## config.mk

```make
export PLATFORM = sky130hd
export DESIGN_NAME = resync_pacer
export DESIGN_NICKNAME = d
export VERILOG_FILES = /design/src/rtl/resync_pacer_pkg.sv /design/src/rtl/rp_increment.sv /design/src/rtl/rp_accum.sv /design/src/rtl/rp_state.sv /design/src/rtl/resync_pacer.sv
export SDC_FILE = /design/constraint.sdc
export NUM_CORES = 1
export LEC_CHECK = 0
export ABC_AREA = 1
export BUFFER_PORTS_ARGS = -buffer_cell sky130_fd_sc_hd__buf_4
export CORE_AREA = 2 2 39 41
export CTS_CLUSTER_DIAMETER = 80
export DETAILED_ROUTE_END_ITERATION = 10
export DIE_AREA = 0 0 41 43
export PLACE_DENSITY_LB_ADDON = 0.3
export SYNTH_ARGS = -nofsm -noshare
export SYNTH_HDL_FRONTEND = slang
export SYNTH_SLANG_ARGS = --single-unit
```

## constraint.sdc

```tcl
create_clock -name clk_i -period 4.33 [get_ports clk_i]
set_input_delay 1.0825 -clock clk_i [delete_from_list [all_inputs] [get_ports clk_i]]
set_output_delay 1.0825 -clock clk_i [all_outputs]
set_load 0.1 [all_outputs]
```

## src/rtl/resync_pacer_pkg.sv

```systemverilog
package resync_pacer_pkg;

   typedef enum logic {
      RP_PACKETS = 1'b0,
      RP_CYCLES  = 1'b1
   } rp_mode_e;

endpackage

```

## src/rtl/rp_increment.sv

```systemverilog
module rp_increment
   import resync_pacer_pkg::*;
#(
   parameter rp_mode_e MODE = RP_PACKETS,
   parameter int       N    = 4,
   parameter int       PW   = 3,
   parameter int       CW   = 5
) (
   input  logic [PW-1:0] pkt_count_i,
   input  logic          active_i,
   output logic [CW-1:0] step_o
);

   logic [CW-1:0] raw_step;

   generate
      if (MODE == RP_PACKETS) begin : g_packets
         always_comb begin
            if (pkt_count_i > PW'(N)) raw_step = CW'(N);
            else                      raw_step = CW'(pkt_count_i);
         end
      end else begin : g_cycles
         logic unused_pkt;
         assign unused_pkt = ^pkt_count_i;
         assign raw_step   = CW'(1);
      end
   endgenerate

   assign step_o = active_i ? raw_step : '0;

endmodule

```

## src/rtl/rp_accum.sv

```systemverilog
module rp_accum #(
   parameter int LIMIT = 20,
   parameter int CW    = 5
) (
   input  logic [CW-1:0] count_i,
   input  logic [CW-1:0] step_i,
   output logic [CW-1:0] count_next_o,
   output logic          hit_o
);

   logic [CW-1:0] sum;

   always_comb begin
      sum          = count_i + step_i;
      hit_o        = (sum >= CW'(LIMIT));
      count_next_o = hit_o ? CW'(LIMIT) : sum;
   end

endmodule

```

## src/rtl/rp_state.sv

```systemverilog
module rp_state #(
   parameter int CW = 5
) (
   input  logic          clk_i,
   input  logic          rst_ni,
   input  logic          restart_i,
   input  logic          update_i,
   input  logic [CW-1:0] count_next_i,
   input  logic          hit_i,
   output logic [CW-1:0] count_o,
   output logic          req_o
);

   always_ff @(posedge clk_i or negedge rst_ni) begin
      if (!rst_ni) begin
         count_o <= '0;
         req_o   <= 1'b0;
      end else if (restart_i) begin
         count_o <= '0;
         req_o   <= 1'b0;
      end else if (update_i) begin
         count_o <= count_next_i;
         req_o   <= hit_i;
      end
   end

endmodule

```

## src/rtl/resync_pacer.sv

```systemverilog
module resync_pacer
   import resync_pacer_pkg::*;
#(
   parameter rp_mode_e MODE  = RP_PACKETS,
   parameter int       N     = 4,
   parameter int       LIMIT = 20,
   localparam int      PW    = $clog2(N + 1),
   localparam int      CW    = $clog2(LIMIT + N + 1)
) (
   input  logic          clk_i,
   input  logic          rst_ni,
   input  logic          trace_on_i,
   input  logic [PW-1:0] pkt_count_i,
   input  logic          restart_i,
   output logic          resync_req_o
);

   generate
      if (N < 1) begin : g_bad_n
         $error("resync_pacer: N must be at least 1");
      end
      if (LIMIT < 1) begin : g_bad_limit
         $error("resync_pacer: LIMIT must be at least 1");
      end
   endgenerate

   logic [CW-1:0] count_q;
   logic [CW-1:0] step;
   logic [CW-1:0] count_next;
   logic          hit;
   logic          active;

   assign active = trace_on_i && !resync_req_o;

   rp_increment #(.MODE(MODE), .N(N), .PW(PW), .CW(CW)) u_inc (
      .pkt_count_i (pkt_count_i),
      .active_i    (active),
      .step_o      (step)
   );

   rp_accum #(.LIMIT(LIMIT), .CW(CW)) u_acc (
      .count_i      (count_q),
      .step_i       (step),
      .count_next_o (count_next),
      .hit_o        (hit)
   );

   rp_state #(.CW(CW)) u_st (
      .clk_i        (clk_i),
      .rst_ni       (rst_ni),
      .restart_i    (restart_i),
      .update_i     (active),
      .count_next_i (count_next),
      .hit_i        (hit),
      .count_o      (count_q),
      .req_o        (resync_req_o)
   );

endmodule

```

Yosys cells after proc, flatten, opt, wreduce, memory -nomap -nowiden
Index checks and enable logic that the tools add are counted.
Widths: inputs -> output; s select.
- memory bits (writable): 0
- bits in latches: 0
- logic and storage cells: 15
- bits in read-only memories: 0
- input port bits: 7
- output and inout port bits: 1
- memories kept: 0
- flip-flop bits (word level): 6
- eq/ne operators: 0
- add/subtract/negate cells: 1
- shift operators: 0
- reductions and logical operators: 3
- order comparisons: 2
- bitwise logic cells: 0
- multipliers: 0
- mux-type cells: 7
- divide/modulo/power cells: 0
- operators with widths (cell ; count):
    $mux 5 ; 3
    $mux 3 ; 2
    $add 5x3->5 ; 1
    $ge 5x5->1 const B ; 1
    $gt 3x3->1 const B ; 1
    $mux 1 ; 2
    $reduce_bool 2->1 ; 1
    $logic_and 1x1->1 ; 1
    $logic_not 1->1 ; 1

Logic depth before layout (Yosys ltp)
Gate-level depths: netlist (run 1).
- depth after elaboration: 8
- mapped depth: 14

Cells and area by module
From an unflattened synthesis (run 1), not the netlist that was laid out.
- cells, all modules: 78
- area total of the unflattened synthesis: 515.5 um2
- modules (own cells, without submodules) (module ; area each (um2) ; cells each ; times used ; sequential area each (um2)):
    rp_state ; 240.2 ; 26 ; 1 ; 150.1
    rp_accum ; 224.0 ; 41 ; 1 ; 0.0
    rp_increment ; 41.3 ; 9 ; 1 ; 0.0
    resync_pacer ; 10.0 ; 2 ; 1 ; 0.0

Worst setup path after synthesis (run 1)
OpenSTA, ideal clock, no wires.
- path kind: input -> register
- start point: input trace_on_i
- end point: register u_st.count_o[1]
- path buffers: 0
- arrival: 2418 ps
- library setup time: 117 ps
- stages: 14
- slack: 1795 ps
- cells stage by stage: inv_1 nor2_1 inv_1 nor2_1 ha_1 fa_1 nand3_1 nand2_1 nand2_1 nand2_2 inv_2 nand2_1 nand3_1 nand2_1
- word-level cells in the longest chain between the ends: 7
- ends and longest elaborated chain (element ; RTL line ; RTL):
    start: declaration ; resync_pacer.sv:12 ; input logic trace_on_i,
    $logic_and 1x1->1 (*) ; resync_pacer.sv:33 ; assign active = trace_on_i && !resync_req_o;
    $mux 3 ; rp_increment.sv:29 ; assign step_o = active_i ? raw_step : '0;
    $add 5x3->5 ; rp_accum.sv:14 ; sum = count_i + step_i;
    $ge 5x5->1 ; rp_accum.sv:15 ; hit_o = (sum >= CW'(LIMIT));
    $mux 5 ; rp_accum.sv:16 ; count_next_o = hit_o ? CW'(LIMIT) : sum;
    $mux 5 ; rp_state.sv:21 ; end else if (update_i) begin
    $mux 5 ; rp_state.sv:18 ; end else if (restart_i) begin
    end signal: assignment ; rp_state.sv:22 ; count_o <= count_next_i;
    end: declaration ; rp_state.sv:10 ; output logic [CW-1:0] count_o,
Every way passes the cells marked *; elsewhere a longest branch is shown, timed or not. The select of a mux whose other input is x is not followed.
A chain may end at the register's enable or synchronous reset.

Worst setup path in the final report (run 1)
- start point: input trace_on_i
- end point: register u_st.count_o[0]
The elaborated chain is that of the path after synthesis.

==> impl_metrics.yaml, run 1 <==
worst_setup_path:
  reg2reg_depth: 13
  arrival_ns: 2.65
  worstSetupStartpointType: "input port"
  worstReg2RegEnd: "u_st.count_o[0]$_DFFE_PN0P_"
  reg2reg_from: "u_st.req_o$_DFFE_PN0P_"
  cp_max_fo: 4
  cpMaxStageDelayCell: "fa_1"
  critical_path.most_common_cell: "nand2_1"
  crit_chain: "buf_4 -> inv_1 -> nor2_1 -> inv_1 -> nor2_1 -> ha_1 -> fa_1 -> nand3_1 -> nand2_1 -> nand2_1 -> nand2_2 -> inv_2 -> nand2_1 -> nand3_1 -> nand2_1"
  critical_path_buf_inv_count: 4
  crit_path_end_kind: "flop"
  max_stage_delay_ns: 0.40
  critPathKind: "input port to flop"
  rrSetupSlack_ns: 2.41
  required_ns: 4.45
  cp_top_family: "simple AND/OR/NAND/NOR gates"
yosys:
  yosys_warnings: 0
  synth_cells: 63
  synth_edf_count: 0
  syn_nets: 74
  synth_area_sq_um: 444.2
  avgSynthCellArea_sq_um: 7.050
  synth_cell_type_count: 17
  synth_ff_type: "dfrtp_1"
  ys_async_sr_fraction_pct: 100.0
  synth.yosys.seq_area_share_pct: 33.80
  ys_ff_latch: 6
sta:
  holdWs_ns: 0.5096
  setup_viol: 0
  finClkSkew_ns: 0.002122
  final-hold-violation-count: 0
  max_clock_freq_ghz: 0.3966
  period_share_pct: 58.24
  fin_crit_ns: 2.522
  worst_slew_pin_slew_ns: 0.2981
  maxSlewHeadroom_pct: 80.06
  final_max_slew_viol_count: 0
  setup_tns_ns: 0
  rsz0062_at_grt: "false"
global_route:
  antenna_found_initial: 0
  grt_overflow: 0
  grt_max_degree: 7
  grt_pass1_wl_mm: 1.635
  first_global_vias: 422
  grtUsageTotal_pct: 13.85
die:
  pin_count: 8
  die_h_um: 43
  fp.coreArea_sq_mm: 0.001384
  dieArea_sq_mm: 0.001763
  rows: 14
  start_util_pct: 32.10
  die_w_um: 41
clock_network:
  clock-sinks: 6
  worstSkewPairLatency_ns: 0.24
  root_buffer: "clkbuf_4"
  cts_made_buffers: 3
  cts_resized: 0
  hold_buffers: 0
  path_clk_slew_ns: 0.04
  clk_path_buf_depth: 2
  htreeDepth: 1
  post_cts.repair.setup_buffers: 0
  cts_tree: "built"
routing:
  drt_wl_total_um: 868
  remaining_drc_errors: 0
  drt-pass1-iter-count: 4
  first_iter_violations: 10
  wl_per_cell_um: 9.753
  vias_per_cell: 4.730
  num_vias: 421
  ant_nets: 0
layout:
  drive_gt1_share_pct: 19.18
  final_cell_mix: "nand2_1, inv_1, nand3_1, buf_4, dfrtp_1"
  nNetsFinal: 86
  final_common_cell: "nand2_1"
  seqCellArea_sq_um: 150.1
  fillers: 149
  area_growth_pct: 21.41
  diodes: 0
  multi_input_area_sq_um: 256.5
place:
  place.gp.congestion: 0.7281
  dp_hpwl_um: 738
  port-buffer-count: 7
power_and_ir_drop:
  p_per_area_mw_per_mm2: 244.7
  p_leak_nw: 0.3145
  vdd_drop_max_v: 0.0001263
job:
  maxCapViolations: 0
worst_hold_path:
  whs_endpoint: "u_st.count_o[0]$_DFFE_PN0P_"
  hp-class: "flop to flop"
  whs_path_depth: 2
  min_from: "u_st.count_o[0]$_DFFE_PN0P_"
status:
  outcome: "finished, final reports clean"
-- state kept, by name (all words and copies together), names as in the netlist --
| register | flops |
|---|---|
| u_st.count_o | 5 |
| u_st.req_o | 1 |
-- power by group --
| part | leakage, nW | switching, W | internal (W) |
|---|---|---|---|
| clock | 0.0138 | 0.0000188 | 0.0000313 |
| combinational | 0.218 | 0.0000125 | 0.0000102 |
| sequential | 0.0830 | 0.00000137 | 0.0000579 |
| total | 0.315 | 0.0000327 | 0.0000993 |
-- worst max-delay path by stage --
| stage | start | end | slack [ns] | cells past startpoint |
|---|---|---|---|---|
| finish | trace_on_i | u_st.count_o[0]$_DFFE_PN0P_ | 1.81 | 15 |
| global route | trace_on_i | u_st.count_o[0]$_DFFE_PN0P_ | 1.65 | 13 |
| CTS | trace_on_i | u_st.count_o[0]$_DFFE_PN0P_ | 1.82 | 15 |
| detailed placement | trace_on_i | u_st.count_o[0]$_DFFE_PN0P_ | 1.56 | 15 |
| global placement | trace_on_i | u_st.count_o[0]$_DFFE_PN0P_ | 1.60 | 15 |
| floorplan | trace_on_i | u_st.count_o[1]$_DFFE_PN0P_ | 1.79 | 14 |
-- synth_stat cells, types with 3 or more instances --
cell type  number  area (sq um)
nand2_1        21         78.83
inv_1           9         33.78
nand3_1         8         40.04
dfrtp_1         6         150.1
nor2_1          5         18.77
ha_1            3         37.54
-- stage by stage --
stage                     total power, W  area [sq um]  setup WS [ns]  utilization [%]  cells
after detailed placement      0.00008293         516.7          1.557            37.34     86
final                          0.0001320         539.3          1.808            38.97     89
after floorplan               0.00007388         444.2          1.795                -     63
after CTS                      0.0001356         539.3          1.818            38.97     89
after global placement        0.00008244         516.7          1.596            37.34     86
after global routing           0.0001425         539.3          1.650            38.97     89
-- per-layer routing --
metal / track usage [%] / vias up / wire (um)
met1: 18.75 / 191 / 406
met4: 10.00 / 0 / 8
met5: 0 / - / 0
met3: 1.571 / 2 / 20
li1: - / 222 / -
met2: 19.38 / 6 / 433
-- cell type report --
type | count | share of cell area [%]
flip-flops and latches | 6 | 27.84
multi-input cells | 47 | 47.56
repair buffers | 7 | 9.745
well taps | 16 | 3.712
clock buffers | 3 | 4.176
inverters | 10 | 6.961
-- worst reg2reg max path, cell delays in order (launching register included) --
cell     delay, ns
dfrtp_1       0.36
nor2_1        0.07
inv_1         0.13
nor2_1        0.06
ha_1          0.21
fa_1          0.40
nand3_1       0.12
nand2_1       0.06
nand2_1       0.07
nand2_2       0.07
inv_2         0.06
nand2_1       0.07
nand3_1       0.07
nand2_1       0.06
-- kinds of logic (layout without fill, tap and decap cells) --
group | Yosys count | count (layout) | synth area share, %
flops | 6 | 6 | 33.80
simple gates | 38 | 38 | 37.47
xor+xnor | 1 | 1 | 1.972
fa+ha+maj | 4 | 4 | 12.96
compound gates | 4 | 4 | 5.351
buf+inv | 10 | 20 | 8.449
Power figures use the tool's default switching activity.
==> run 2: changes to the inputs <==
Clock period 4.33 ns to 2.62 ns, I/O delays scaled along.
==> run 2 against run 1 <==
  * Wire length down 11%
  * Critical path depth stayed put
  * Worst hold slack got worse by 0.29 ns
  * Setup slack got worse by 1.2 ns
  * Via count decreased by 3.1%
  * Die area stayed put
  * Sequential power is 65% higher
  * Non-clock buffer count stayed put
  * Clock skew fell by 0.0014 ns
  * Register-to-register slack got worse by 1.7 ns
  * Utilization is the same
==> impl_metrics.yaml, run 2 (same netlist as run 1, synthesis figures left out) <==
clock_network:
  worstSkewPairLatency_ns: 0.23
  cts_tree: "built"
  clock-sinks: 6
  root_buffer: "clkbuf_4"
  post_cts.repair.setup_buffers: 0
  hold_buffers: 0
  path_clk_slew_ns: 0.04
  htreeDepth: 1
  clk_path_buf_depth: 2
  cts_resized: 0
  cts_made_buffers: 3
layout:
  fillers: 152
  drive_gt1_share_pct: 19.18
  final_common_cell: "nand2_1"
  top_register: "u_st.count_o"
  nNetsFinal: 86
  final_cell_mix: "nand2_1, inv_1, nand3_1, buf_4, dfrtp_1"
  largest_register_ffs: 5
  top_regs: "u_st.count_o: 5 flops, u_st.req_o: 1 flops"
  diodes: 0
  area_growth_pct: 21.41
  design_area_sq_um: 539.3
sta:
  setup_viol: 0
  maxSlewHeadroom_pct: 82.31
  finClkSkew_ns: 0.0007102
  final_max_slew_viol_count: 0
  fin_crit_ns: 2.061
  worst_slew_pin_slew_ns: 0.2643
  setup_tns_ns: 0
  final-hold-violation-count: 0
  max_clock_freq_ghz: 0.4851
  rsz0062_at_grt: "false"
  period_share_pct: 78.67
routing:
  num_vias: 408
  ant_nets: 0
  first_iter_violations: 0
  vias_per_cell: 4.584
  drt-pass1-iter-count: 1
  remaining_drc_errors: 0
  drt_wl_total_um: 775
  wl_per_cell_um: 8.708
power_and_ir_drop:
  p_leak_nw: 0.3145
  p_sw_share_pct: 22.65
  power.internal_w: 0.0001637
  clkPwrFrac_pct: 36.4
  power_w: 0.0002116
  p_switching_w: 0.00004794
  vdd_drop_max_v: 0.0002806
  p_per_area_mw_per_mm2: 392.5
  p_seq_share_pct: 46.4
  comb_power_share_pct: 17.3
global_route:
  first_global_vias: 366
  grt_pass1_wl_mm: 1.455
  grtUsageTotal_pct: 12.40
  antenna_found_initial: 0
  grt_overflow: 0
  grt_max_degree: 7
worst_setup_path:
  crit_path_end_kind: "flop"
  arrival_ns: 2.18
  required_ns: 2.74
  worstSetupStartpointType: "input port"
  critPathKind: "input port to flop"
  reg2reg_depth: 13
  cp_max_fo: 4
place:
  place.gp.congestion: 0.8178
  placed_cell_area_sq_um: 516.7
  port-buffer-count: 7
  dp_hpwl_um: 705.9
worst_hold_path:
  hp-class: "input port to asynchronous set/reset pin"
die:
  die_h_um: 43
  fp.coreArea_sq_mm: 0.001384
  dieArea_sq_mm: 0.001763
  rows: 14
  die_w_um: 41
  pin_count: 8
  start_util_pct: 32.10
status:
  outcome: "finished, final reports clean"
job:
  maxCapViolations: 0
run 2: cell counts in the layout (fill, tap and decap cells not counted):
No cell type changed its count.
run 2: per-stage QoR:
step	std cells	util, %	setup slack (ns)	hold WS [ns]
after floorplan	63	-	0.1857	0.3594
after global routing	89	38.97	0.4019	0.2196
after CTS	89	38.97	0.5527	0.2114
after global placement	86	37.34	0.3256	0.4623
final	89	38.97	0.5588	0.2193
after detailed placement	86	37.34	0.3061	0.4631
run 2: worst paths after layout:
check	startpoint	endpoint	slack, ns
setup reg to reg	u_st.req_o$_DFFE_PN0P_	u_st.count_o[1]$_DFFE_PN0P_	0.75
hold / removal	rst_ni	u_st.count_o[2]$_DFFE_PN0P_	0.22
min in group clk_i	u_st.count_o[2]$_DFFE_PN0P_	u_st.count_o[2]$_DFFE_PN0P_	0.49
setup / recovery	trace_on_i	u_st.count_o[1]$_DFFE_PN0P_	0.56
hold reg to reg	u_st.count_o[2]$_DFFE_PN0P_	u_st.count_o[2]$_DFFE_PN0P_	0.49
max in group asynchronous	rst_ni	u_st.count_o[1]$_DFFE_PN0P_	2.29
run 2: layout make-up:
class                           instances  area [sq um]  area share [%]
Sequential cell                         6         150.1           27.84
Timing Repair Buffer                    7         52.55           9.745
Tap cell                               16         20.02           3.712
Clock buffer                            3         22.52           4.176
Multi-Input combinational cell         47         256.5           47.56
Inverter                               10         37.54           6.961
run 2: critical path, stage by stage:
cell and delay, ns:
buf_4 0.11, inv_1 0.04, nor2_1 0.04, inv_1 0.11
nor2_1 0.06, ha_1 0.20, fa_1 0.41, nand3_1 0.12
nand2_1 0.05, nand2_1 0.06, nand2_2 0.07, inv_2 0.07
nand2_1 0.06, nand3_1 0.07, nand2_1 0.06
run 2: per-layer routing:
| layer | GRT usage, % | up-vias | share of wire [%] |
|---|---|---|---|
| li1 | - | 221 | - |
| met1 | 15.05 | 183 | 47 |
| met2 | 18.44 | 4 | 52 |
| met3 | 3.141 | 0 | 0.90 |
| met4 | 8.000 | 0 | 0 |
| met5 | 0 | - | 0 |
run 2: power groups by stage:
stage               sequential (W)   clock, W  combinational [W]
floorplan                0.0000988          0          0.0000233
global placement         0.0000993          0          0.0000367
detailed placement       0.0000993          0          0.0000367
CTS                      0.0000980  0.0000821          0.0000372
global route             0.0000986  0.0000830          0.0000420
finish                   0.0000981  0.0000769          0.0000366
